**src/rtl/pm_evt_pkg.sv**
```systemverilog
package pm_evt_pkg;

  localparam int EVT_BYTES = 4;
  localparam int TMR_OFS   = 8;
  localparam int RSV_LO    = 4;
  localparam int WIN_BYTES = 12;

  localparam int BIT_TMR = 0;
  localparam int BIT_PWR = 5;
  localparam int BIT_GBL = 8;
  localparam logic [15:0] SCI_SRC_MASK =
    16'((1 << BIT_TMR) | (1 << BIT_PWR) | (1 << BIT_GBL));

  typedef enum logic [1:0] {
    SZ_B1  = 2'd0,
    SZ_B2  = 2'd1,
    SZ_B4  = 2'd2,
    SZ_BAD = 2'd3
  } acc_size_e;

  // bytes moved by an access of the given size code
  function automatic logic [2:0] size_bytes(input logic [1:0] sz);
    case (sz)
      SZ_B1:   return 3'd1;
      SZ_B2:   return 3'd2;
      SZ_B4:   return 3'd4;
      default: return 3'd0;
    endcase
  endfunction

  // gather lanes of a read from the status/enable group
  function automatic logic [31:0] evt_read(input logic [31:0] regs,
                                           input logic [1:0]  ofs,
                                           input logic [2:0]  n);
    logic [31:0] r;
    r = '0;
    for (int k = 0; k < EVT_BYTES; k++) begin
      if (k < int'(n) && int'(ofs) + k < EVT_BYTES)
        r[8*k +: 8] = regs[8*(int'(ofs) + k) +: 8];
    end
    return r;
  endfunction

endpackage

```
**src/rtl/pm_bus_decode.sv**
```systemverilog
module pm_bus_decode
  import pm_evt_pkg::*;
#(
  parameter int AW = 4
) (
  input  logic          sel,
  input  logic          wr,
  input  logic [AW-1:0] addr,
  input  logic [1:0]    size,
  input  logic [3:0]    be,
  input  logic [31:0]   wdata,
  output logic          acc_err,
  output logic          evt_grp,
  output logic          tmr_grp,
  output logic [3:0]    evt_we,
  output logic [31:0]   evt_wd
);

  localparam logic [AW-1:0] A_RSV = AW'(RSV_LO);
  localparam logic [AW-1:0] A_TMR = AW'(TMR_OFS);
  localparam logic [AW-1:0] A_EVT = AW'(EVT_BYTES);

  logic [2:0] nbytes;
  logic       legal_sz;
  logic       rsv_grp;

  always_comb begin
    nbytes   = size_bytes(size);
    legal_sz = (size != SZ_BAD);
    evt_grp  = sel && legal_sz && (addr < A_EVT);
    rsv_grp  = sel && legal_sz && (addr >= A_RSV) && (addr < A_TMR);
    tmr_grp  = sel && (addr == A_TMR) && (size == SZ_B4);
    acc_err  = sel && !(evt_grp || rsv_grp || tmr_grp);
  end

  // route each register byte j to the lane that carries it
  for (genvar j = 0; j < EVT_BYTES; j++) begin : g_byte
    logic [AW-1:0] lane;
    assign lane = AW'(j) - addr;
    assign evt_we[j] = evt_grp && wr && (AW'(j) >= addr) &&
                       (int'(lane) < int'(nbytes)) && be[lane[1:0]];
    assign evt_wd[8*j +: 8] = wdata[8*lane[1:0] +: 8];
  end

endmodule

```
**src/rtl/pm_evt_regs.sv**
```systemverilog
module pm_evt_regs (
  input  logic        clk,
  input  logic        rst_n,
  input  logic [3:0]  evt_we,
  input  logic [31:0] evt_wd,
  input  logic [15:0] set_vec,
  output logic [15:0] sts_q,
  output logic [15:0] en_q
);

  logic [15:0] clr_vec;
  logic [15:0] sts_d;
  logic [15:0] en_d;

  always_comb begin
    clr_vec = '0;
    en_d    = en_q;
    for (int j = 0; j < 2; j++) begin
      if (evt_we[j])     clr_vec[8*j +: 8] = evt_wd[8*j +: 8];
      if (evt_we[j + 2]) en_d[8*j +: 8]    = evt_wd[16 + 8*j +: 8];
    end
    // hardware set dominates a same-cycle software clear
    sts_d = (sts_q & ~clr_vec) | set_vec;
  end

  always_ff @(posedge clk or negedge rst_n) begin
    if (!rst_n) begin
      sts_q <= '0;
      en_q  <= '0;
    end else begin
      sts_q <= sts_d;
      en_q  <= en_d;
    end
  end

endmodule

```
**src/rtl/pm_timer.sv**
```systemverilog
module pm_timer #(
  parameter int W = 32
) (
  input  logic         clk,
  input  logic         rst_n,
  input  logic         tick_en,
  output logic [W-1:0] cnt_q,
  output logic         msb_flip
);

  function automatic logic [W-1:0] step(input logic [W-1:0] cur,
                                        input logic         inc);
    return cur + W'(inc);
  endfunction

  logic [W-1:0] cnt_d;

  assign cnt_d    = step(cnt_q, tick_en);
  assign msb_flip = cnt_d[W-1] ^ cnt_q[W-1];

  always_ff @(posedge clk or negedge rst_n) begin
    if (!rst_n) cnt_q <= '0;
    else        cnt_q <= cnt_d;
  end

endmodule

```
**src/rtl/pm_event_timer.sv**
```systemverilog
module pm_event_timer
  import pm_evt_pkg::*;
#(
  parameter int TMR_W = 32
) (
  input  logic        clk,
  input  logic        rst_n,
  input  logic        bus_sel,
  input  logic        bus_wr,
  input  logic [3:0]  bus_addr,
  input  logic [1:0]  bus_size,
  input  logic [3:0]  bus_be,
  input  logic [31:0] bus_wdata,
  output logic [31:0] bus_rdata,
  output logic        bus_err,
  input  logic        tick_en,
  input  logic        pwrbtn_evt,
  input  logic        gbl_evt,
  output logic        sci
);

  localparam int AW = $clog2(WIN_BYTES);

  logic             evt_grp;
  logic             tmr_grp;
  logic [3:0]       evt_we;
  logic [31:0]      evt_wd;
  logic [15:0]      set_vec;
  logic [15:0]      sts_q;
  logic [15:0]      en_q;
  logic [TMR_W-1:0] cnt_q;
  logic             tmr_flip;

  pm_bus_decode #(.AW(AW)) u_dec (
    .sel     (bus_sel),
    .wr      (bus_wr),
    .addr    (bus_addr),
    .size    (bus_size),
    .be      (bus_be),
    .wdata   (bus_wdata),
    .acc_err (bus_err),
    .evt_grp (evt_grp),
    .tmr_grp (tmr_grp),
    .evt_we  (evt_we),
    .evt_wd  (evt_wd)
  );

  pm_timer #(.W(TMR_W)) u_tmr (
    .clk      (clk),
    .rst_n    (rst_n),
    .tick_en  (tick_en),
    .cnt_q    (cnt_q),
    .msb_flip (tmr_flip)
  );

  always_comb begin
    set_vec          = '0;
    set_vec[BIT_TMR] = tmr_flip;
    set_vec[BIT_PWR] = pwrbtn_evt;
    set_vec[BIT_GBL] = gbl_evt;
  end

  pm_evt_regs u_regs (
    .clk     (clk),
    .rst_n   (rst_n),
    .evt_we  (evt_we),
    .evt_wd  (evt_wd),
    .set_vec (set_vec),
    .sts_q   (sts_q),
    .en_q    (en_q)
  );

  always_comb begin
    bus_rdata = '0;
    if (bus_sel && !bus_wr) begin
      if (evt_grp)      bus_rdata = evt_read({en_q, sts_q}, bus_addr[1:0], size_bytes(bus_size));
      else if (tmr_grp) bus_rdata = 32'(cnt_q);
    end
  end

  assign sci = |(en_q & sts_q & SCI_SRC_MASK);

endmodule

```
**config.mk**
```make
export PLATFORM = sky130hd
export DESIGN_NAME = pm_event_timer
export DESIGN_NICKNAME = d
export VERILOG_FILES = /design/src/rtl/pm_evt_pkg.sv /design/src/rtl/pm_bus_decode.sv /design/src/rtl/pm_evt_regs.sv /design/src/rtl/pm_timer.sv /design/src/rtl/pm_event_timer.sv
export SDC_FILE = /design/constraint.sdc
export NUM_CORES = 1
export LEC_CHECK = 0
export ABC_AREA = 1
export BUFFER_PORTS_ARGS = -buffer_cell sky130_fd_sc_hd__buf_2
export CAP_MARGIN = 10
export CORE_ASPECT_RATIO = 1.2
export CORE_MARGIN = 5
export CORE_UTILIZATION = 48
export DETAILED_ROUTE_END_ITERATION = 8
export GPL_TIMING_DRIVEN = 0
export HOLD_SLACK_MARGIN = 0.02
export PLACE_DENSITY = 0.81
export SKIP_LAST_GASP = 1
export SLEW_MARGIN = 20
export SYNTH_ARGS = -nofsm -noshare
export SYNTH_HDL_FRONTEND = slang
export SYNTH_SLANG_ARGS = --single-unit
```
**constraint.sdc**
```tcl
create_clock -name clk -period 2.1 [get_ports clk]
set_clock_uncertainty 0.15 [all_clocks]
set_input_delay 0.315 -clock clk [delete_from_list [all_inputs] [get_ports clk]]
set_output_delay 0.315 -clock clk [all_outputs]
set_load 0.005 [all_outputs]
```
==> results of run 1 <==
==> per-layer routing <==
layer  global-route usage, %  routed length [um]
met1                    32.9                7140
met2                    46.4                9450
met3                    3.81                1530
met4                    14.0                1160
met5                       0                   0
==> Yosys cell counts, types with 6 or more instances <==
cell type / n / share of area [%]
o211ai_1: 8 / 1.1
nand3b_1: 10 / 1.4
nand3_1: 52 / 4.8
nand4_1: 17 / 1.9
nand2_1: 317 / 22
xnor2_1: 6 / 0.96
inv_1: 75 / 5.1
xor2_1: 13 / 2.1
ha_1: 20 / 4.6
o21ai_0: 72 / 6.6
nor3_1: 24 / 2.2
nor2_1: 45 / 3.1
clkbuf_1: 15 / 1.0
a21oi_1: 41 / 3.8
buf_2: 13 / 1.2
a31oi_1: 9 / 1.0
dfrtp_1: 64 / 29
mux2i_1: 7 / 1.3
==> report_power, final <==
group | internal [mW] | switching (mW)
Clock | 1.04 | 0.587
Sequential | 1.36 | 0.142
Combinational | 0.402 | 0.707
==> layout make-up <==
class                           count  share of cell area (%)
Buffer                             32                    3.76
Clock buffer                       10                    3.13
Multi-Input combinational cell    673                    51.6
Inverter                           81                    4.65
Timing Repair Buffer              120                    11.0
Tap cell                          154                    2.64
Sequential cell                    64                    21.9
Clock inverter                      6                    1.28
==> critical path, stage by stage <==
cell and delay (ns):
buf_12 0.11, inv_8 0.06, clkbuf_16 0.12, ha_4 0.12
nand4_1 0.21, inv_4 0.14, buf_12 0.14, buf_8 0.12
a21oi_1 0.10, nor3_2 0.16, buf_2 0.14
==> worst max path at each step <==
stage	endpoint	slack, ns	cells past startpoint
2_1_floorplan	u_regs.en_q[5]	-0.14	15
3_3_place_gp	bus_rdata[14]	-0.70	13
3_5_place_dp	bus_rdata[14]	-0.73	13
4_1_cts	bus_rdata[22]	-0.12	12
5_1_grt	bus_rdata[17]	-0.20	11
6_report	bus_rdata[17]	-0.12	11
==> cell families (layout without fill, tap and decap cells) <==
| group | after synthesis | in the layout | share of synthesized area [%] |
|---|---|---|---|
| compound gates | 139 | 139 | 13.8 |
| xor+xnor | 19 | 19 | 3.04 |
| fa+ha+maj | 20 | 20 | 4.57 |
| buf+inv | 117 | 249 | 9.54 |
| flops | 64 | 64 | 29.3 |
| mux | 7 | 7 | 1.28 |
| simple gates | 487 | 488 | 38.5 |
==> sequential cells by signal (all words and copies together), names as in the netlist <==
name,cells
u_tmr.cnt_q,32
u_regs.sts_q,16
u_regs.en_q,16
==> repair_timing <==
| action | 4_1_cts | 5_1_grt |
|---|---|---|
| resized for setup | 90 | 73 |
| pin swaps | 18 | 21 |
| setup buffers | 13 | 22 |
| hold buffers | 2 | 0 |
| endpoints found under the setup margin | 65 | 66 |
| endpoints found under the hold margin | 31 | 0 |
| gates cloned | 2 | 0 |
==> per-stage QoR <==
| stage | cells | setup TNS (ns) | hold slack [ns] | setup slack [ns] |
|---|---|---|---|---|
| after floorplan | 853 | -1.92 | -0.131 | -0.143 |
| after global placement | 1089 | -37.46 | 0.303 | -0.701 |
| after detailed placement | 1090 | -38.89 | 0.129 | -0.732 |
| after CTS | 1120 | -2.43 | 0.0286 | -0.124 |
| after global routing | 1140 | -4.05 | 0.0435 | -0.201 |
| final | 1140 | -1.85 | 0.0275 | -0.119 |
==> out/results.tsv, run 1 <==
stage	metric	value	unit
routing	dr.pass1.iters	5	
global_route	grt_pass1_vias	5737	
yosys	synthCells	853	
cts	cts_buffer_depth	2	
routing	drt_iter0_drc	552	
worst_setup_path	end_kind	primary output	
routing	ant_nets	0	
global_route	grt-ovfl-total	0	
sta	tightest_slew	0.603	ns
place	place.gp.congestion	0.978	
yosys	async_flop_share	100	%
yosys	yosys.cell_types.count	41	
worst_setup_path	critPathKind	input pin to primary output	
routing	avgRoutedWirePerCell	16.9	um
sta	maxSlewHeadroom	59.5	%
sta	min_period	2.22	ns
place	hpwl	13600	um
cells_and_area	antenna_cells	0	
yosys	syn_area	5470	um^2
global_route	grt_max_degree	35	
cts	clockRootBuffer	clkbuf_16	
floorplanning	start_util	49.3	%
worst_setup_path	setup.worst_path.start	bus_addr[1]	
cts	cts.htree.levels	3	
routing	routed_wl	19300	um
yosys	synth-warning-count	0	
worst_setup_path	crit_arrival	1.75	ns
routing	drcViolationCount	0	
floorplanning	io_pins	83	
job	drv_cap	0	
pwr	vdd_drop_max	0.432	mV
global_route	grt_pass1_wl	29200	um
place	portBuffers	82	
yosys	synth_ff_type	dfrtp_1	
floorplanning	dieArea	13600	um^2
cells_and_area	final_nets	1050	
cells_and_area	final_common_cell	nand2_1	
worst_setup_path	r2r_end	u_tmr.cnt_q[27]	
pwr	power	4.25	mW
pwr	leakagePower	3.66	nW
routing	vias_per_cell	5.56	
worst_setup_path	critPathLaunchType	input pin	
cts	clk_pin_slew	0.06	ns
yosys	mappedNetlistNets	922	
cells_and_area	ff_latch_area	1600	um^2
worst_setup_path	cp.required	1.63	ns
worst_setup_path	r2r_start	u_tmr.cnt_q[10]	
yosys	ys_seq_area_share	29.3	%
cells_and_area	final_cell_mix	nand2_1 (307), buf_2 (84), inv_1 (70), o21ai_0 (66), dfrtp_1 (64)	
sta	finalMaxSlewViolations	0	
cells_and_area	area_growth	33.6	%
worst_setup_path	worst-path-max-fanout	7	
cells_and_area	fillCellCount	912	
global_route	grt.total_usage	27.1	%
min_path	hold_end	u_regs.sts_q[8]	
sta	rsz0062_at_grt	true	
sta	post-route-period-util	106	%
floorplanning	rows	42	
cts	clk_latency	0.34	ns
min_path	hold_depth	3	
cells_and_area	fin_area	7310	um^2
floorplanning	dieWidth	107	um
worst_setup_path	r2r_cells	5	
cells_and_area	final_util	65.9	%
status	status	finished, violations left	
floorplanning	core-area	11100	um^2
status	violations	setup timing	
sta	setup_viol	28	
worst_setup_path	r2r_setup_slack	0.12	ns
cts	cts.sinks	64	
global_route	antenna_found_initial	0	
sta	final_hold_viol_count	0	
min_path	hp-class	input pin to flop	
cells_and_area	multi_input_area	3770	um^2
place	dpl_cell_area	6180	um^2
sta	fmax	451	MHz
yosys	synth_edf_count	0	
pwr	pwr_density_cell	581	nW/um^2
cts	tritoncts	yes	
min_path	hold_start	gbl_evt	
floorplanning	die_h	127	um
cts	numCtsBuffers	9	
routing	via_count	6342	
cells_and_area	layout-drive-gt1-share	27.0	%
yosys	ys_ff_latch	64	
sta	setup_slack	-0.119	ns
yosys	avgSynthCellArea	6.41	um^2
No activity file was read; power rests on OpenSTA's default activity.
==> run 2: changes to the inputs <==
SKIP_LAST_GASP = unset   (was 1)
==> out/results.tsv, run 2 (synthesis results as in run 1) <==
stage	metric	value	unit	change
status	status	finished, violations left		unchanged
status	violations	setup timing		unchanged
floorplanning	dieWidth	107	um	unchanged
worst_setup_path	cpLargestDelayFamily	buffers and inverters		unchanged
global_route	grt.total_usage	26.8	%	was 27.1%
sta	tns	-1.30	ns	was -1.85 ns
worst_setup_path	worst-path-max-fanout	7		unchanged
global_route	grt_pass1_vias	5723		was 5737
floorplanning	dieArea	13600	um^2	unchanged
routing	dr.pass1.iters	5		unchanged
worst_setup_path	crit_arrival	1.77	ns	was 1.75 ns
routing	ant_nets	0		unchanged
cells_and_area	area_growth	33.0	%	was 33.6%
cts	tritoncts	yes		unchanged
floorplanning	start_util	49.3	%	unchanged
cts	clk_latency	0.34	ns	about the same
cells_and_area	top_regs	u_tmr.cnt_q: 32 flops, u_regs.en_q: 16 flops, u_regs.sts_q: 16 flops		unchanged
cells_and_area	final_common_cell	nand2_1		unchanged
min_path	hp-class	input pin to flop		unchanged
cells_and_area	layout-drive-gt1-share	26.5	%	was 27.0%
pwr	leakagePower	3.64	nW	was 3.66 nW
sta	whs	0.0276	ns	was 0.0275 ns
worst_setup_path	end_kind	primary output		unchanged
sta	fmax	447	MHz	was 451 MHz
global_route	antenna_found_initial	0		unchanged
worst_setup_path	cp_common_cell	buf_12		unchanged
floorplanning	rows	42		unchanged
pwr	pwr_density_cell	579	nW/um^2	was 581 nW/um^2
worst_setup_path	critPathLaunchType	input pin		unchanged
place	hpwl	13600	um	unchanged
cts	cts.htree.levels	3		unchanged
worst_setup_path	worstPathBufferInverterCount	8		was 7
routing	avgRoutedWirePerCell	16.7	um	was 16.9 um
sta	rsz0062_at_grt	true		unchanged
worst_setup_path	crit_chain	buf_12 > inv_12 > buf_12 > buf_12 > ha_4 > nand4_1 > inv_4 > buf_12 > buf_6 > a21oi_1 > nor3_2 > buf_2		was buf_12 > inv_8 > clkbuf_16 > ha_4 > nand4_1 > inv_4 > buf_12 > buf_8 > a21oi_1 > nor3_2 > buf_2
routing	via_count	6284		was 6342
sta	min_period	2.24	ns	was 2.22 ns
sta	tightest_slew	0.642	ns	was 0.603 ns
sta	setup_slack	-0.137	ns	was -0.119 ns
place	portBuffers	82		unchanged
global_route	grt_max_degree	35		unchanged
job	drv_cap	0		unchanged
routing	drcViolationCount	0		unchanged
cts	cts.sinks	64		unchanged
cts	cts_buffer_depth	2		unchanged
cts	numCtsBuffers	9		unchanged
cells_and_area	final_cell_mix	nand2_1 (308), buf_2 (82), inv_1 (70), o21ai_0 (64), dfrtp_1 (64)		was nand2_1 (307), buf_2 (84), inv_1 (70), o21ai_0 (66), dfrtp_1 (64)
cells_and_area	fillCellCount	924		was 912
floorplanning	io_pins	83		unchanged
cells_and_area	final_nets	1043		was 1050
pwr	vdd_drop_max	0.434	mV	was 0.432 mV
cts	clk_pin_slew	0.06	ns	about the same
global_route	grt_pass1_wl	28900	um	was 29200 um
sta	post-route-period-util	107	%	was 106%
pwr	power	4.21	mW	was 4.25 mW
global_route	grt-ovfl-total	0		unchanged
routing	routed_wl	18900	um	was 19300 um
sta	maxSlewHeadroom	56.9	%	was 59.5%
worst_setup_path	critPathKind	input pin to primary output		unchanged
worst_setup_path	slowest_stage	nor3_2		was nand4_1
sta	finalMaxSlewViolations	0		unchanged
routing	drt_iter0_drc	509		was 552
floorplanning	core-area	11100	um^2	unchanged
cells_and_area	largest_reg_flops	32		unchanged
routing	vias_per_cell	5.55		was 5.56
place	place.gp.congestion	0.978		unchanged
cells_and_area	regMostFlops	u_tmr.cnt_q		unchanged
floorplanning	die_h	127	um	unchanged
worst_setup_path	cp.required	1.63	ns	about the same
sta	final_hold_viol_count	0		unchanged
worst_setup_path	max_stage_delay	0.20	ns	was 0.21 ns
cells_and_area	antenna_cells	0		unchanged
sta	setup_viol	26		was 28
cts	clockRootBuffer	clkbuf_16		unchanged
## run 2: cell types whose count changed in the layout (fill, tap and decap cells not counted), sizes merged
cell / delta
clkinv: +1
buf: -9
clkinvlp: -1
clkbuf: +2
## run 2: path summary, 6_finish.rpt
kind,startpoint,endpoint,slack [ns],cells after the start
max in group asynchronous,rst_n,u_regs.en_q[7],0.98,3
min in group asynchronous,rst_n,u_tmr.cnt_q[8],0.30,2
worst max register to register,u_tmr.cnt_q[10],u_tmr.cnt_q[27],0.02,5
worst min register to register,u_regs.sts_q[7],u_regs.sts_q[7],0.33,2
worst max-delay path,bus_addr[0],bus_rdata[21],-0.14,12
worst min-delay path,gbl_evt,u_regs.sts_q[8],0.03,3
## run 2: final cells by class
cell class	count	area [um^2]	share of cell area [%]
flip-flops and latches	64	1600	22.0
inverters	81	338	4.64
clock inverters	6	93.8	1.29
plain buffers	33	307	4.21
well taps	154	193	2.65
repair buffers	112	744	10.2
clock buffers	10	229	3.15
multi-input cells	673	3770	51.8
## run 2: worst min-delay path: cells and delay by family
kind | cells | cell delay (ns)
buffers and inverters | 2 | 0.11
and+or+nand+nor | 1 | 0.05
## run 2: metal layers
metal	up-vias	wire length [um]	global-route usage, %
met2	362	9370	46.2
li1	3023	-	-
met3	77	1560	4.32
met4	0	1060	12.9
met1	2822	6910	32.4
met5	-	0	0
## run 2: through the flow
stage          std cells  setup slack [ns]  cell area, um^2  util, %
5_1_grt             1133            -0.209             7280     65.6
4_1_cts             1120            -0.124             6950     62.7
3_3_place_gp        1089            -0.701             6160     55.6
2_1_floorplan        853            -0.143             5560        -
6_report            1133            -0.137             7280     65.6
3_5_place_dp        1090            -0.732             6180     55.8
## run 2: repair_timing
| action | in CTS | in global routing |
|---|---|---|
| endpoints found under the setup margin | 65 | 63 |
| cloned | 2 | 0 |
| pin swaps | 18 | 17 |
| hold buffers | 2 | 0 |
| gates resized for setup | 96 | 69 |
| setup buffers | 13 | 15 |
| endpoints found under the hold margin | 31 | 0 |
## run 2: power by group
group	internal, mW	switching (mW)	total, mW
Sequential	1.36	0.135	1.50
Combinational	0.395	0.697	1.09
Clock	1.04	0.580	1.62
Total	2.80	1.41	4.21
==> run 3: changes to the inputs <==
CORE_UTILIZATION = 53   (was 48)
PLACE_DENSITY = 0.87   (was 0.81)
SKIP_CTS_REPAIR_TIMING = 1   (was unset)
==> out/results.tsv, run 3 (synthesis results as in run 1) <==
stage	metric	value	unit	change
status	status	finished, violations left		unchanged
status	violations	setup timing		unchanged
sta	maxSlewHeadroom	60.5	%	was 56.9%
routing	drcViolationCount	0		unchanged
cts	tritoncts	yes		unchanged
floorplanning	io_pins	83		unchanged
place	hpwl	13300	um	was 13600 um
cells_and_area	final_nets	1036		was 1043
sta	post-route-period-util	109	%	was 107%
floorplanning	start_util	54.4	%	was 49.3%
worst_setup_path	worst-path-max-fanout	6		was 7
worst_setup_path	cp.required	1.63	ns	about the same
global_route	grt.total_usage	27.7	%	was 26.8%
floorplanning	die_h	121	um	was 127 um
global_route	grt_pass1_wl	27200	um	was 28900 um
global_route	antenna_found_initial	0		unchanged
worst_setup_path	r2r_start	u_tmr.cnt_q[0]		was u_tmr.cnt_q[10]
sta	rsz0062_at_grt	true		unchanged
cells_and_area	final_util	70.6	%	was 65.6%
routing	ant_nets	0		unchanged
cts	cts_buffer_depth	2		unchanged
cts	clk_latency	0.34	ns	about the same
routing	drt_iter0_drc	512		was 509
min_path	hp-class	input pin to flop		unchanged
sta	min_period	2.29	ns	was 2.24 ns
global_route	grt_pass1_vias	5635		was 5723
cells_and_area	top_regs	u_tmr.cnt_q: 32 flops, u_regs.en_q: 16 flops, u_regs.sts_q: 16 flops		unchanged
cts	clk_pin_slew	0.05	ns	was 0.06 ns
sta	fmax	436	MHz	was 447 MHz
job	drv_cap	0		unchanged
cells_and_area	final_common_cell	nand2_1		unchanged
sta	whs	0.0158	ns	was 0.0276 ns
routing	dr.pass1.iters	5		unchanged
worst_setup_path	critPathKind	input pin to primary output		unchanged
floorplanning	rows	40		was 42
global_route	grt_max_degree	39		was 35
cells_and_area	final_cell_mix	nand2_1 (314), buf_2 (85), inv_1 (71), o21ai_0 (69), dfrtp_1 (64)		was nand2_1 (308), buf_2 (82), inv_1 (70), o21ai_0 (64), dfrtp_1 (64)
cts	numCtsBuffers	9		unchanged
worst_setup_path	setup.worst_path.start	bus_addr[0]		unchanged
worst_setup_path	cp-endpoint	bus_rdata[7]		was bus_rdata[21]
sta	setup_viol	33		was 26
cts	cts.htree.levels	3		unchanged
worst_setup_path	r2r_end	u_tmr.cnt_q[30]		was u_tmr.cnt_q[27]
place	dpl_cell_area	6150	um^2	was 6180 um^2
worst_setup_path	critPathLaunchType	input pin		unchanged
cells_and_area	layout-drive-gt1-share	23.9	%	was 26.5%
worst_setup_path	r2r_setup_slack	0.17	ns	was 0.02 ns
place	portBuffers	82		unchanged
routing	vias_per_cell	5.74		was 5.55
sta	final_hold_viol_count	0		unchanged
sta	finalMaxSlewViolations	0		unchanged
worst_setup_path	r2r_cells	8		was 5
sta	tightest_slew	0.590	ns	was 0.642 ns
worst_setup_path	crit_arrival	1.83	ns	was 1.77 ns
floorplanning	core-area	10100	um^2	was 11100 um^2
place	place_ws	-0.747	ns	was -0.732 ns
pwr	leakagePower	3.56	nW	was 3.64 nW
worst_setup_path	end_kind	primary output		unchanged
floorplanning	dieArea	12500	um^2	was 13600 um^2
cells_and_area	regMostFlops	u_tmr.cnt_q		unchanged
cts	cts.sinks	64		unchanged
sta	setup_slack	-0.193	ns	was -0.137 ns
global_route	grt-ovfl-total	0		unchanged
floorplanning	dieWidth	103	um	was 107 um
pwr	vdd_drop_max	0.326	mV	was 0.434 mV
cells_and_area	largest_reg_flops	32		unchanged
routing	routed_wl	18600	um	was 18900 um
cts	clockRootBuffer	clkbuf_16		unchanged
pwr	pwr_density_cell	589	nW/um^2	was 579 nW/um^2
place	place.gp.congestion	0.929		was 0.978
routing	avgRoutedWirePerCell	16.9	um	was 16.7 um
sta	tns	-3.72	ns	was -1.30 ns
cells_and_area	fin_area	7100	um^2	was 7280 um^2
routing	via_count	6293		was 6284
cells_and_area	antenna_cells	0		unchanged
cells_and_area	area_growth	29.7	%	was 33.0%
-- run 3: worst max-delay path: stages --
cell and delay [ns]:
buf_8 0.10, buf_12 0.13, inv_16 0.05, buf_12 0.10, buf_12 0.10, ha_4 0.12
nand4_1 0.09, buf_6 0.17, buf_6 0.12, o21ai_1 0.13, nand2_1 0.10, a21oi_2 0.17
buf_2 0.14
-- run 3: cell type report --
class / instances / area [um^2]
inverter: 81 / 353
multi-input combinational: 673 / 3710
timing repair inverter: 1 / 7.51
buffer: 35 / 310
tap: 126 / 158
timing repair buffer: 102 / 633
clock buffer: 10 / 239
sequential: 64 / 1600
clock inverter: 5 / 81.3
fill: 808 / 2960
-- run 3: worst min path at each step --
stage               slack [ns]  depth (start not counted)            start              end
global route              0.04                          3       pwrbtn_evt  u_regs.sts_q[5]
detailed placement        0.10                          1            rst_n  u_tmr.cnt_q[25]
CTS                      -0.25                          1            rst_n  u_tmr.cnt_q[25]
global placement          0.30                          2  u_regs.sts_q[6]  u_regs.sts_q[6]
floorplan                -0.13                          0            rst_n   u_regs.en_q[0]
finish                    0.02                          3       pwrbtn_evt  u_regs.sts_q[5]
-- run 3: where the power goes --
| part | internal [mW] | switching, mW | total (mW) |
|---|---|---|---|
| registers | 1.36 | 0.135 | 1.50 |
| logic | 0.380 | 0.672 | 1.05 |
| clock network | 1.06 | 0.565 | 1.63 |
-- run 3: stage by stage --
step / cells / total power [mW]
3_5_place_dp: 1062 / 2.43
4_1_cts: 1077 / 4.04
6_report: 1097 / 4.18
5_1_grt: 1097 / 4.37
3_3_place_gp: 1061 / 2.40
2_1_floorplan: 853 / 2.13
-- run 3: per-layer routing --
| layer | wire length [um] | GRT usage [%] | up-vias | part of all wire, % |
|---|---|---|---|---|
| li1 | - | - | 3001 | - |
| met3 | 1620 | 4.03 | 113 | 8.7 |
| met2 | 8950 | 46.8 | 361 | 48 |
| met4 | 1280 | 16.4 | 0 | 6.9 |
| met1 | 6710 | 32.7 | 2818 | 36 |
| met5 | 0 | 0 | - | 0 |
